--- config.mk ---
export PLATFORM = sky130hd
export DESIGN_NAME = edid_replay_seq
export DESIGN_NICKNAME = d
export VERILOG_FILES = /design/src/rtl/edid_rs_pkg.sv /design/src/rtl/edid_rs_tracker.sv /design/src/rtl/edid_rs_gate.sv /design/src/rtl/edid_rs_ctrl.sv /design/src/rtl/edid_replay_seq.sv
export SDC_FILE = /design/constraint.sdc
export NUM_CORES = 1
export LEC_CHECK = 0
export ABC_AREA = 1
export ABC_CLOCK_PERIOD_IN_PS = 1800
export BUFFER_PORTS_ARGS = -buffer_cell sky130_fd_sc_hd__buf_2
export CAP_MARGIN = 20
export CORE_UTILIZATION = 54
export CTS_CLUSTER_SIZE = 12
export DETAILED_ROUTE_END_ITERATION = 7
export PLACE_DENSITY = 0.87
export SYNTH_ARGS = -nofsm -noshare
export SYNTH_HDL_FRONTEND = slang
export SYNTH_SLANG_ARGS = --single-unit
export TNS_END_PERCENT = 100
--- constraint.sdc ---
create_clock -name clk -period 1.8 [get_ports clk]
set_clock_uncertainty 0.05 [all_clocks]
set_input_delay 0.09 -clock clk [delete_from_list [all_inputs] [get_ports clk]]
set_output_delay 0.09 -clock clk [all_outputs]
set_load 0.05 [all_outputs]
--- src/rtl/edid_rs_pkg.sv ---
package edid_rs_pkg;

  localparam logic [7:0] SEG_PTR_ADDR  = 8'h30;
  localparam logic [7:0] EDID_DAT_ADDR = 8'h50;

  typedef enum logic [2:0] {
    ST_IDLE     = 3'd0,
    ST_SEG_SEND = 3'd1,
    ST_SEG_WAIT = 3'd2,
    ST_OFS_SEND = 3'd3,
    ST_OFS_WAIT = 3'd4,
    ST_FWD_SEND = 3'd5,
    ST_FWD_WAIT = 3'd6
  } seq_state_t;

endpackage

--- src/rtl/edid_rs_tracker.sv ---
module edid_rs_tracker
  import edid_rs_pkg::*;
#(
  parameter int ADDR_W = 20,
  parameter int OFS_W  = 9,
  parameter int CHUNK  = 16,
  parameter int BLOCK  = 128
) (
  input  logic              clk,
  input  logic              rst,
  input  logic              cap_en,
  input  logic              cap_native,
  input  logic              cap_read,
  input  logic [ADDR_W-1:0] cap_addr,
  input  logic [7:0]        cap_data,
  input  logic              adv_en,
  output logic [7:0]        seg,
  output logic [OFS_W-1:0]  ofs
);

  localparam logic [OFS_W-1:0] STEP    = OFS_W'(CHUNK);
  localparam logic [OFS_W-1:0] EDGE_LO = OFS_W'(BLOCK);
  localparam logic [OFS_W-1:0] EDGE_HI = OFS_W'(2 * BLOCK);

  logic             is_i2c_wr;
  logic             hit_seg;
  logic             hit_dat;
  logic [OFS_W-1:0] ofs_step;
  logic             at_edge;

  assign is_i2c_wr = cap_en && !cap_native && !cap_read;
  assign hit_seg   = is_i2c_wr && (cap_addr == ADDR_W'(SEG_PTR_ADDR));
  assign hit_dat   = is_i2c_wr && (cap_addr == ADDR_W'(EDID_DAT_ADDR));
  assign ofs_step  = ofs + STEP;
  assign at_edge   = (ofs_step == EDGE_LO) || (ofs_step == EDGE_HI);

  always_ff @(posedge clk) begin
    if (rst) begin
      seg <= '0;
      ofs <= '0;
    end else if (adv_en) begin
      ofs <= ofs_step;
      if (at_edge) begin
        seg <= '0;
      end
    end else begin
      if (hit_seg) begin
        seg <= cap_data;
      end
      if (hit_dat) begin
        ofs <= OFS_W'(cap_data);
      end
    end
  end

endmodule

--- src/rtl/edid_rs_gate.sv ---
module edid_rs_gate #(
  parameter int SIZE_W = 8,
  parameter int OFS_W  = 9,
  parameter int BLOCK  = 128
) (
  input  logic              req_native,
  input  logic              req_read,
  input  logic              req_mot,
  input  logic              req_send_seg,
  input  logic [SIZE_W-1:0] req_size,
  input  logic [7:0]        seg,
  input  logic [OFS_W-1:0]  ofs,
  output logic              do_replay,
  output logic              do_seg
);

  localparam int BLK_LG = $clog2(BLOCK);

  logic eligible;
  logic mid_block;

  assign eligible  = !req_native && req_read && req_mot && (req_size != '0);
  assign mid_block = (ofs[BLK_LG-1:0] != '0);
  assign do_replay = eligible && req_send_seg && mid_block;
  assign do_seg    = do_replay && (seg != 8'h00);

endmodule

--- src/rtl/edid_rs_ctrl.sv ---
module edid_rs_ctrl
  import edid_rs_pkg::*;
#(
  parameter int ADDR_W = 20,
  parameter int SIZE_W = 8,
  parameter int OFS_W  = 9
) (
  input  logic              clk,
  input  logic              rst,
  input  logic              in_valid,
  input  logic              in_native,
  input  logic              in_read,
  input  logic              in_mot,
  input  logic [ADDR_W-1:0] in_addr,
  input  logic [SIZE_W-1:0] in_size,
  input  logic [7:0]        in_data0,
  input  logic              do_replay,
  input  logic              do_seg,
  input  logic [7:0]        seg,
  input  logic [OFS_W-1:0]  ofs,
  input  logic              fr_done,
  input  logic              fr_err,
  output logic              accept,
  output logic              adv_en,
  output logic              busy,
  output logic              out_valid,
  output logic              out_native,
  output logic              out_read,
  output logic [ADDR_W-1:0] out_addr,
  output logic [SIZE_W-1:0] out_size,
  output logic [7:0]        out_data0,
  output logic              out_no_addr,
  output logic              out_no_stop,
  output logic              seq_done,
  output logic              seq_err
);

  seq_state_t        state;
  logic              r_native;
  logic              r_read;
  logic              r_mot;
  logic [ADDR_W-1:0] r_addr;
  logic [SIZE_W-1:0] r_size;
  logic [7:0]        r_data;
  logic              waiting;
  logic              ok_resp;

  assign accept  = in_valid && (state == ST_IDLE);
  assign busy    = (state != ST_IDLE);
  assign waiting = (state == ST_SEG_WAIT) || (state == ST_OFS_WAIT) ||
                   (state == ST_FWD_WAIT);
  assign ok_resp = fr_done && !fr_err;
  assign adv_en  = (state == ST_OFS_WAIT) && ok_resp;

  always_ff @(posedge clk) begin
    if (rst) begin
      r_native <= 1'b0;
      r_read   <= 1'b0;
      r_mot    <= 1'b0;
      r_addr   <= '0;
      r_size   <= '0;
      r_data   <= '0;
    end else if (accept) begin
      r_native <= in_native;
      r_read   <= in_read;
      r_mot    <= in_mot;
      r_addr   <= in_addr;
      r_size   <= in_size;
      r_data   <= in_data0;
    end
  end

  always_ff @(posedge clk) begin
    if (rst) begin
      state       <= ST_IDLE;
      out_valid   <= 1'b0;
      out_native  <= 1'b0;
      out_read    <= 1'b0;
      out_addr    <= '0;
      out_size    <= '0;
      out_data0   <= '0;
      out_no_addr <= 1'b0;
      out_no_stop <= 1'b0;
      seq_done    <= 1'b0;
      seq_err     <= 1'b0;
    end else begin
      out_valid <= 1'b0;
      seq_done  <= 1'b0;
      seq_err   <= 1'b0;
      if (waiting && fr_err) begin
        seq_err <= 1'b1;
        state   <= ST_IDLE;
      end else begin
        unique case (state)
          ST_IDLE: begin
            if (accept) begin
              if (do_replay) begin
                state <= do_seg ? ST_SEG_SEND : ST_OFS_SEND;
              end else begin
                state <= ST_FWD_SEND;
              end
            end
          end
          ST_SEG_SEND: begin
            out_valid   <= 1'b1;
            out_native  <= 1'b0;
            out_read    <= 1'b0;
            out_addr    <= ADDR_W'(SEG_PTR_ADDR);
            out_size    <= SIZE_W'(1);
            out_data0   <= seg;
            out_no_addr <= 1'b1;
            out_no_stop <= 1'b1;
            state       <= ST_SEG_WAIT;
          end
          ST_SEG_WAIT: begin
            if (fr_done) begin
              state <= ST_OFS_SEND;
            end
          end
          ST_OFS_SEND: begin
            out_valid   <= 1'b1;
            out_native  <= 1'b0;
            out_read    <= 1'b0;
            out_addr    <= r_addr;
            out_size    <= SIZE_W'(1);
            out_data0   <= ofs[7:0];
            out_no_addr <= 1'b1;
            out_no_stop <= 1'b1;
            state       <= ST_OFS_WAIT;
          end
          ST_OFS_WAIT: begin
            if (fr_done) begin
              state <= ST_FWD_SEND;
            end
          end
          ST_FWD_SEND: begin
            out_valid   <= 1'b1;
            out_native  <= r_native;
            out_read    <= r_read;
            out_addr    <= r_addr;
            out_size    <= r_size;
            out_data0   <= r_data;
            out_no_addr <= !r_native;
            out_no_stop <= !r_native && r_mot;
            state       <= ST_FWD_WAIT;
          end
          ST_FWD_WAIT: begin
            if (fr_done) begin
              seq_done <= 1'b1;
              state    <= ST_IDLE;
            end
          end
          default: state <= ST_IDLE;
        endcase
      end
    end
  end

endmodule

--- src/rtl/edid_replay_seq.sv ---
module edid_replay_seq
  import edid_rs_pkg::*;
#(
  parameter int ADDR_W = 20,
  parameter int SIZE_W = 8,
  parameter int OFS_W  = 9,
  parameter int CHUNK  = 16,
  parameter int BLOCK  = 128
) (
  input  logic              clk,
  input  logic              rst,
  input  logic              in_valid,
  input  logic              in_native,
  input  logic              in_read,
  input  logic              in_mot,
  input  logic              in_send_seg,
  input  logic [ADDR_W-1:0] in_addr,
  input  logic [SIZE_W-1:0] in_size,
  input  logic [7:0]        in_data0,
  output logic              in_busy,
  output logic              out_valid,
  output logic              out_native,
  output logic              out_read,
  output logic [ADDR_W-1:0] out_addr,
  output logic [SIZE_W-1:0] out_size,
  output logic [7:0]        out_data0,
  output logic              out_no_addr,
  output logic              out_no_stop,
  input  logic              fr_done,
  input  logic              fr_err,
  output logic              seq_done,
  output logic              seq_err
);

  logic             accept;
  logic             adv_en;
  logic             do_replay;
  logic             do_seg;
  logic [7:0]       seg;
  logic [OFS_W-1:0] ofs;

  edid_rs_tracker #(
    .ADDR_W(ADDR_W), .OFS_W(OFS_W), .CHUNK(CHUNK), .BLOCK(BLOCK)
  ) u_trk (
    .clk       (clk),
    .rst       (rst),
    .cap_en    (accept),
    .cap_native(in_native),
    .cap_read  (in_read),
    .cap_addr  (in_addr),
    .cap_data  (in_data0),
    .adv_en    (adv_en),
    .seg       (seg),
    .ofs       (ofs)
  );

  edid_rs_gate #(
    .SIZE_W(SIZE_W), .OFS_W(OFS_W), .BLOCK(BLOCK)
  ) u_gate (
    .req_native  (in_native),
    .req_read    (in_read),
    .req_mot     (in_mot),
    .req_send_seg(in_send_seg),
    .req_size    (in_size),
    .seg         (seg),
    .ofs         (ofs),
    .do_replay   (do_replay),
    .do_seg      (do_seg)
  );

  edid_rs_ctrl #(
    .ADDR_W(ADDR_W), .SIZE_W(SIZE_W), .OFS_W(OFS_W)
  ) u_ctrl (
    .clk        (clk),
    .rst        (rst),
    .in_valid   (in_valid),
    .in_native  (in_native),
    .in_read    (in_read),
    .in_mot     (in_mot),
    .in_addr    (in_addr),
    .in_size    (in_size),
    .in_data0   (in_data0),
    .do_replay  (do_replay),
    .do_seg     (do_seg),
    .seg        (seg),
    .ofs        (ofs),
    .fr_done    (fr_done),
    .fr_err     (fr_err),
    .accept     (accept),
    .adv_en     (adv_en),
    .busy       (in_busy),
    .out_valid  (out_valid),
    .out_native (out_native),
    .out_read   (out_read),
    .out_addr   (out_addr),
    .out_size   (out_size),
    .out_data0  (out_data0),
    .out_no_addr(out_no_addr),
    .out_no_stop(out_no_stop),
    .seq_done   (seq_done),
    .seq_err    (seq_err)
  );

endmodule

# [Word-level counts from Yosys, hierarchy flattened]
# Index checks and enable logic that the tools add are counted.
[op_classes] addsub=1 n_eq_ne=15 mux=22 n_bitwise=2 reduce_logical=42
[ops] op="$pmux W20 S2" count=1
[ops] op="$mux W8" count=3
[ops] op="$pmux W8 S3" count=1
[ops] op="$pmux W3 S7" count=1
[ops] op="$eq A20 B6 Y1 const B" count=1
[ops] op="$eq A20 B7 Y1 const B" count=1
[ops] op="$mux W9" count=2
[ops] op="$pmux W8 S2" count=1
[ops] op="$reduce_bool A8 Y1" count=2
[ops] op="$logic_and A1 B1 Y1" count=15
[ops] op="$mux W3" count=5
[ops] op="$add A9 B5 Y9 const B" count=1
[ops] op="$eq A3 B3 Y1 const B" count=3
[ops] op="$eq A9 B8 Y1 const B" count=1
[ops] op="$eq A9 B9 Y1 const B" count=1
[ops] op="$ne A2 B2 Y1 const B" count=4
[ops] op="$pmux W1 S2" count=4
[ops] op="$reduce_and A2 Y1" count=4
[ops] op="$reduce_bool A2 Y1" count=4
[ops] op="$reduce_bool A7 Y1" count=1
[ops] op="$eq A3 B2 Y1 const B" count=2
[ops] op="$reduce_bool A3 Y1" count=2
[ops] op="$reduce_or A2 Y1" count=3
[ops] op="$reduce_or A3 Y1" count=2
[ops] op="other kinds (9)" count=17
[totals] reg_bits=102 input_bits=45 out_inout_bits=44

# [Longest topological paths before layout]
# Gate-level depths: netlist of run 1.
[logic_depth] word_depth=11 mapped_depth=11 depth_no_buf=11

# [Modules after synthesis]
# From an unflattened synthesis of run 1, not the netlist that was laid out.
[hier_totals] cells_unflattened=712 area_unflattened_um2=4803.4
[modules_own_cells] module="edid_rs_ctrl" n_inst=1 cells_each=511 area_each_um2=3580.9
[modules_own_cells] module="edid_rs_tracker" n_inst=1 cells_each=166 area_each_um2=1071.0
[modules_own_cells] module="edid_rs_gate" n_inst=1 cells_each=35 area_each_um2=151.4

# [Worst setup path before layout of run 1]
# Ideal clock, no wire load.
[synth_path] path_kind="register to register" from="register u_trk.ofs[4]" to="register u_trk.seg[1]" arrival_time_ns=1.414 slack_ns=0.224 path_stages_with_launch=11 n_path_buf=0 path_cell_list="dfxtp_1 ha_1 nand3_1 nand2_1 nand2_1 nand2_1 nand2_1 o21ai_4 nand2_1 nand2_1 nor2_1"
[synth_between] elab_chain_len=5 word_cells_on_any_way=6 classes_between="1 x add/sub; 3 x eq/ne; 2 x reduce/logical"
[synth_lines] element="start: declaration" line="edid_rs_tracker.sv:18" rtl="output logic [OFS_W-1:0] ofs"
[synth_lines] element="start signal: assignment" line="edid_rs_tracker.sv:42" rtl="ofs <= ofs_step;"
[synth_lines] element="start signal: assignment" line="edid_rs_tracker.sv:51" rtl="ofs <= OFS_W'(cap_data);"
[synth_lines] element="$add A9 B5 Y9 (*)" line="edid_rs_tracker.sv:34" rtl="assign ofs_step = ofs + STEP;"
[synth_lines] element="$eq A9 B8 Y1 / $eq A9 B9 Y1 (equally long branches)" line="edid_rs_tracker.sv:35" rtl="assign at_edge = (ofs_step == EDGE_LO) || (ofs_step == EDGE_HI);"
[synth_lines] element="$logic_or A1 B1 Y1 (*)" line="edid_rs_tracker.sv:35"
[synth_lines] element="$ne A2 B1 Y1 (no line) (*)"
[synth_lines] element="$reduce_and A2 Y1 (no line) (*)"
[synth_lines] element="end signal: assignment" line="edid_rs_tracker.sv:48" rtl="seg <= cap_data;"
[synth_lines] element="end: declaration" line="edid_rs_tracker.sv:17" rtl="output logic [7:0] seg,"
# Mark *: on every way between the ends. The rest lies on a longest branch, timed or not.
# A chain may end at the register's enable or synchronous reset.

# [Worst setup path in the final report of run 1]
[layout_path] from="input in_addr[2]" to="register u_trk.ofs[6]"
[layout_between] elab_chain_len=3
[layout_lines] element="start: declaration" line="edid_replay_seq.sv:17" rtl="input logic [ADDR_W-1:0] in_addr,"
[layout_lines] element="$eq A20 B7 Y1" line="edid_rs_tracker.sv:33" rtl="assign hit_dat = is_i2c_wr && (cap_addr == ADDR_W'(EDID_DAT_ADDR));"
[layout_lines] element="$logic_and A1 B1 Y1" line="edid_rs_tracker.sv:33"
[layout_lines] element="$reduce_bool A2 Y1 (no line)"
# Every way passes these cells.

==> impl_metrics.py, run 1 <==
metrics = {
    "outcome": {
        "status": "complete, no violations",
    },
    "synth": {
        "synthCells": 589,
        "synth_top_area_share": 0.4717,
        "synth.top_cells.by_count": "nor2_1, nand2_1, dfxtp_1",
        "netlist_area_um2": 4329,
        "synth_mux_area_frac": 0,
        "syn_area_per_cell_um2": 7.350,
        "synth_compound_area_frac": 0.1569,
        "synth_edf_count": 0,
        "ys_seq_area_frac": 0.4717,
        "synth_fp_nets": 637,
        "synth_xor_area_frac": 0.002023,
        "synth-simple-area-share": 0.2879,
        "yosys-top-cells-area": "dfxtp_1, nor2_1, nand2_1, o21ai_0, a21oi_1",
        "synth_top_family_by_area": "simple AND/OR/NAND/NOR gates",
        "yosysMostFrequentCell": "nor2_1",
        "synth_cell_type_count": 33,
        "synth_top_flop_cell": "dfxtp_1",
        "yosys.area.top_type": "dfxtp_1",
        "synthAdderAreaFrac": 0.008671,
        "async_reset_ff_frac": 0,
        "ys_warn_count": 0,
        "synth_seq_cells": 102,
    },
    "worst_setup_path": {
        "critPathMaxFanout": 13,
        "start_kind": "primary input",
        "required_ns": 2.04,
        "cpMaxStageDelayCell": "dlygate4sd3_1",
        "r2r-start": "u_ctrl.state[0]$_SDFFE_PP0P_",
        "cp_common_cell": "nand2_1",
        "slowest_delay_ns": 0.57,
        "path_buf_inv": 2,
        "crit_chain": "dlygate4sd3_1 > buf_2 > nor2_1 > and2_1 > nand2_1 > nor2_2 > nand3_4 > nand2_1 > nand2_1 > a21oi_1",
        "startpoint": "in_addr[2]",
        "worstSetupPathType": "primary input to flop",
        "critPathTopFamily": "simple AND/OR/NAND/NOR gates",
        "cp-end-kind": "flop",
        "cp_data_arrival_time_ns": 1.97,
    },
    "power_and_ir_drop": {
        "seqPwrFrac": 0.405,
        "p_int_mw": 4.348,
        "ir_worst_vdd_v": 0.0007137,
        "p_leak_nw": 2.445,
        "p_sw_mw": 3.194,
        "power_density_nw_per_um2": 1386,
        "switching_share": 0.4235,
        "pwr-share-comb": 0.383,
        "clkPwrFrac": 0.211,
    },
    "placement": {
        "dp_slack_ns": 0.06575,
        "placed_area_um2": 4817,
        "dpl.hpwl_mm": 7.790,
        "routabilityCongestion": 0.9258,
        "port_buffers": 88,
    },
    "grt": {
        "grt_start_max_net_pins": 45,
        "grtUsageTotal": 0.3001,
        "grt_first_pass_wirelength_mm": 19.80,
        "grt-ovfl-total": 0,
        "antenna_found_initial": 0,
        "grt_pass1_vias": 4322,
    },
    "sta": {
        "finalSetupViolCount": 0,
        "slew-limit-headroom": 0.7079,
        "slew_viol_final": 0,
        "worstMarginPinSlew_ns": 0.4381,
        "timing_hold_violations_final": 0,
        "fin_crit_sh": 0.9597,
        "layout_min_cycle_time_ns": 1.727,
        "finalWorstSetupSlack_ns": 0.07251,
        "fmax_mhz": 578.9,
    },
    "floorplanning": {
        "start_util": 0.5602,
        "fp-row-count": 32,
        "ioPinCount": 89,
        "dieHeight_um": 91.54,
        "dieWidth_um": 91.54,
        "die_area_um2": 8379,
        "fp.coreArea_um2": 7727,
    },
    "routing": {
        "via_count": 4462,
        "wl_per_cell_um": 14.72,
        "drt_pass1_iterations": 6,
        "avgViaCountPerCell": 5.468,
        "drc": 0,
        "totalWireLength_mm": 12.01,
        "drtIter0Drc": 409,
        "ant_nets": 0,
    },
    "cts": {
        "cts_setup_buffers": 0,
        "clockBufferDepth": 2,
        "clk_latency_ns": 0.37,
        "cts_tree": "built",
        "clkTransAtPathRegs_ns": 0.09,
        "root_buffer": "clkbuf_8",
        "numCtsBuffers": 9,
        "cts.sinks": 102,
        "htreeDepth": 3,
    },
    "min_path": {
        "hp-class": "primary input to flop",
        "holdCritStartpoint": "in_native",
    },
    "finish": {
        "drive_above_1_share": 0.1989,
        "areaGrowthSynthToFinish_pct": 25.66,
        "n_fill_cell": 594,
        "seq_area_um2": 2043,
        "diodes": 0,
        "nNetsFinal": 757,
        "multi_input_area_um2": 1989,
        "final_area_um2": 5440,
    },
    "flow_run": {
        "cap_violations": 0,
    },
}
## cell type report
class,instances,share of cell area
clock inverter,5,0.01518
sequential,102,0.3756
timing repair buffer,138,0.1702
multi-input combinational,422,0.3657
clock buffer,11,0.02415
inverter,36,0.02576
tap,102,0.02346
## worst paths after layout
| path | end | cells past startpoint | slack (ns) |
|---|---|---|---|
| setup / recovery | u_trk.ofs[6]$_SDFFE_PP0P_ | 10 | 0.07 |
| hold / removal | u_ctrl.r_native$_SDFFE_PP0N_ | 3 | 0.01 |
| setup reg to reg | u_trk.ofs[6]$_SDFFE_PP0P_ | 7 | 0.12 |
| hold reg to reg | u_ctrl.out_size[5]$_SDFFE_PP0P_ | 2 | 0.41 |
## per-layer routing
layer	up-vias	share of wire	global-route usage
met3	26	0.080	0.05779
met4	0	0.024	0.1310
met2	234	0.48	0.5107
met5	-	0	0
li1	2149	-	-
met1	2053	0.42	0.3675
## per-stage QoR
stage / setup TNS [ns] / total power [mW] / util / hold WS, ns / instances
after CTS: 0 / 7.456 / 0.7016 / 0.001038 / 816
after global routing: -0.0006408 / 7.926 / 0.7040 / 0.01578 / 816
after global placement: 0 / 5.747 / 0.6234 / 0.2784 / 761
final: 0 / 7.542 / 0.7040 / 0.01116 / 816
after detailed placement: 0 / 5.844 / 0.6234 / 0.2895 / 761
after floorplan: 0 / 5.202 / - / 0.1749 / 589
## cell usage in the layout, fill, tap and decap left out, types with 3 or more instances in the layout
cell	instances
nor2_1	128
nand2_1	124
dfxtp_1	101
buf_2	88
o21ai_0	48
a21oi_1	45
dlygate4sd3_1	39
inv_1	31
nand3_1	20
buf_4	10
clkbuf_8	9
a221oi_1	8
nand4_1	6
o21ai_1	6
nor3_1	6
nor2_4	4
inv_2	3
nand2_4	3
a21oi_2	3
o221a_2	3
## repair_timing
action	4_1_cts	5_1_grt
resized for setup	0	5
endpoints found under the hold margin	46	0
hold buffers	39	0
setup endpoints to repair	0	13
## power groups by stage
stage / Clock [mW] / Sequential (mW) / Combinational, mW
floorplan: 0 / 3.67 / 1.53
global placement: 0 / 3.05 / 2.69
detailed placement: 0 / 3.08 / 2.76
CTS: 1.58 / 3.03 / 2.84
global route: 1.69 / 3.10 / 3.13
finish: 1.59 / 3.05 / 2.89
## registers in the layout (all words and copies together), names as in the netlist, 3 cells and up
register / flops
u_ctrl.out_addr: 20
u_ctrl.out_data0: 8
u_ctrl.out_size: 8
u_ctrl.r_addr: 20
u_ctrl.r_data: 8
u_ctrl.r_size: 8
u_ctrl.state: 3
u_trk.ofs: 9
u_trk.seg: 8
## worst reg2reg max path, delay by kind of cell, from the launching register on
| kind | cells | cell delay (ns) |
|---|---|---|
| and+or+nand+nor | 6 | 1.01 |
| DFF | 1 | 0.40 |
| AOI/OAI and AO/OA | 1 | 0.14 |
## logic make-up (layout without fill, tap and decap cells)
| kind of cell | count (synthesis) | count (layout) |
|---|---|---|
| compound gates | 119 | 119 |
| xor+xnor | 1 | 1 |
| fa+ha+maj | 3 | 3 |
| buf+inv | 65 | 190 |
| flops | 102 | 102 |
| simple gates | 299 | 299 |
Power figures use the tool's default switching activity.
==> run 2: changes to the inputs <==
RECOVER_POWER = 50   (was default)
==> run 2 against run 1 <==
Worst hold slack got worse by 0.0033 ns. Sequential share of layout area rose by 0.45 points. Flip-flop and latch count did not move. Critical endpoint unchanged. Largest power group unchanged.
==> impl_metrics.py, run 2 (synthesis results as in run 1) <==
metrics = {
    "outcome": {
        "status": "complete, no violations",
    },
    "floorplanning": {
        "fp-row-count": 32,
        "fp.coreArea_um2": 7727,
        "ioPinCount": 89,
        "dieWidth_um": 91.54,
        "start_util": 0.5602,
        "dieHeight_um": 91.54,
        "die_area_um2": 8379,
    },
    "power_and_ir_drop": {
        "p_leak_nw": 2.262,
        "ir_worst_vdd_v": 0.0007120,
        "switching_share": 0.4278,
        "seqPwrFrac": 0.410,
        "power_density_nw_per_um2": 1389,
        "power_mw": 7.468,
        "p_sw_mw": 3.195,
        "p_int_mw": 4.274,
        "pwr-share-comb": 0.377,
        "clkPwrFrac": 0.213,
    },
    "placement": {
        "port_buffers": 88,
        "routabilityCongestion": 0.9258,
        "dpl.hpwl_mm": 7.790,
        "dp_slack_ns": 0.06575,
    },
    "finish": {
        "drive_above_1_share": 0.1373,
        "areaGrowthSynthToFinish_pct": 24.19,
        "reg_top3": "u_ctrl.out_addr x20, u_ctrl.r_addr x20, u_trk.ofs x9",
        "n_fill_cell": 625,
        "nNetsFinal": 757,
        "mostFrequentLayoutCell": "nor2_1",
        "layout_common_cells": "nor2_1, nand2_1, dfxtp_1, o21ai_0",
        "diodes": 0,
    },
    "min_path": {
        "hp-class": "primary input to flop",
        "min_path_cells": 3,
    },
    "routing": {
        "ant_nets": 0,
        "wl_per_cell_um": 14.76,
        "avgViaCountPerCell": 5.467,
        "via_count": 4461,
        "drtIter0Drc": 395,
        "totalWireLength_mm": 12.05,
        "drc": 0,
        "drt_pass1_iterations": 6,
    },
    "cts": {
        "root_buffer": "clkbuf_8",
        "clockBufferDepth": 2,
        "cts.sinks": 102,
        "clkTransAtPathRegs_ns": 0.09,
        "cts_setup_buffers": 0,
        "htreeDepth": 3,
        "cts_tree": "built",
        "numCtsBuffers": 9,
        "clk_latency_ns": 0.37,
    },
    "sta": {
        "worstMarginPinSlew_ns": 0.6423,
        "finalWorstSetupSlack_ns": 0.05207,
        "slew-limit-headroom": 0.5736,
        "layout_min_cycle_time_ns": 1.748,
        "finalSetupViolCount": 0,
        "timing_hold_violations_final": 0,
        "fmax_mhz": 572.1,
        "slew_viol_final": 0,
        "fin_crit_sh": 0.9711,
    },
    "grt": {
        "grt-ovfl-total": 0,
        "grt_start_max_net_pins": 45,
        "grtUsageTotal": 0.3001,
        "grt_pass1_vias": 4322,
        "antenna_found_initial": 0,
        "grt_first_pass_wirelength_mm": 19.80,
    },
    "worst_setup_path": {
        "critPathMaxFanout": 13,
        "worstSetupPathType": "primary input to flop",
        "required_ns": 2.05,
        "cp-end-kind": "flop",
        "crit_chain": "dlygate4sd3_1 > buf_2 > nor2_1 > and2_1 > nand2_1 > nor2_2 > nand3_4 > nand2_1 > nand2_1 > a21oi_1",
        "start_kind": "primary input",
        "slowest_delay_ns": 0.57,
        "rr_worst_depth": 6,
        "cp_data_arrival_time_ns": 1.99,
        "cpMaxStageDelayCell": "dlygate4sd3_1",
        "cp_common_cell": "nand2_1",
    },
    "flow_run": {
        "cap_violations": 0,
    },
}
-- run 2: changes by cell type in the layout (fill, tap and decap cells not counted), sizes merged --
cell,before,now
buf,99,53
clkbuf,11,57
-- run 2: per-stage QoR --
stage                  TNS, ns  hold slack, ns  utilization  std cells  cell area, um^2
floorplan                    0          0.1749            -        589             4329
global placement             0          0.2784       0.6234        761             4817
detailed placement           0          0.2895       0.6234        761             4817
CTS                          0        0.001038       0.7016        816             5421
global route        -0.0006408         0.01578       0.6958        816             5376
finish                       0        0.007842       0.6958        816             5376
-- run 2: worst paths after layout --
| path | start | end | slack (ns) |
|---|---|---|---|
| worst max-delay path | in_addr[2] | u_trk.ofs[6]$_SDFFE_PP0P_ | 0.05 |
| worst max register to register | u_ctrl.state[1]$_SDFFE_PP0P_ | u_ctrl.out_addr[3]$_SDFFE_PP0P_ | 0.11 |
| worst min-delay path | in_native | u_ctrl.r_native$_SDFFE_PP0N_ | 0.008 |
| worst min register to register | u_ctrl.out_size[5]$_SDFFE_PP0P_ | u_ctrl.out_size[5]$_SDFFE_PP0P_ | 0.41 |
-- run 2: cell type report --
type	instances	area, um^2	area share
Multi-Input combinational cell	422	1982	0.3686
Sequential cell	102	2043	0.3800
Tap cell	102	127.6	0.02374
Inverter	36	140.1	0.02606
Clock buffer	11	131.4	0.02444
Clock inverter	5	82.58	0.01536
Timing Repair Buffer	138	869.6	0.1617
-- run 2: power by group through the flow --
stage / clock network (mW) / registers, mW / logic [mW]
global placement: 0 / 3.05 / 2.69
finish: 1.59 / 3.06 / 2.81
floorplan: 0 / 3.67 / 1.53
detailed placement: 0 / 3.08 / 2.76
global route: 1.69 / 3.11 / 3.04
CTS: 1.58 / 3.03 / 2.84
-- run 2: what timing repair did --
action	4_1_cts	5_1_grt
hold buffers	39	0
resized for setup	0	5
endpoints found under the hold margin	46	0
setup endpoints to repair	0	13
-- run 2: worst max-delay path: cells and delay by family --
family,cells,cell delay [ns]
and+or+nand+nor,7,1.02
buffers and inverters,2,0.71
AOI/OAI and AO/OA,1,0.15
-- run 2: layer usage --
metal,global-route usage,wire (um)
met2,0.5107,5742
met1,0.3675,5058
met4,0.1310,312
met3,0.05779,932
met5,0,0
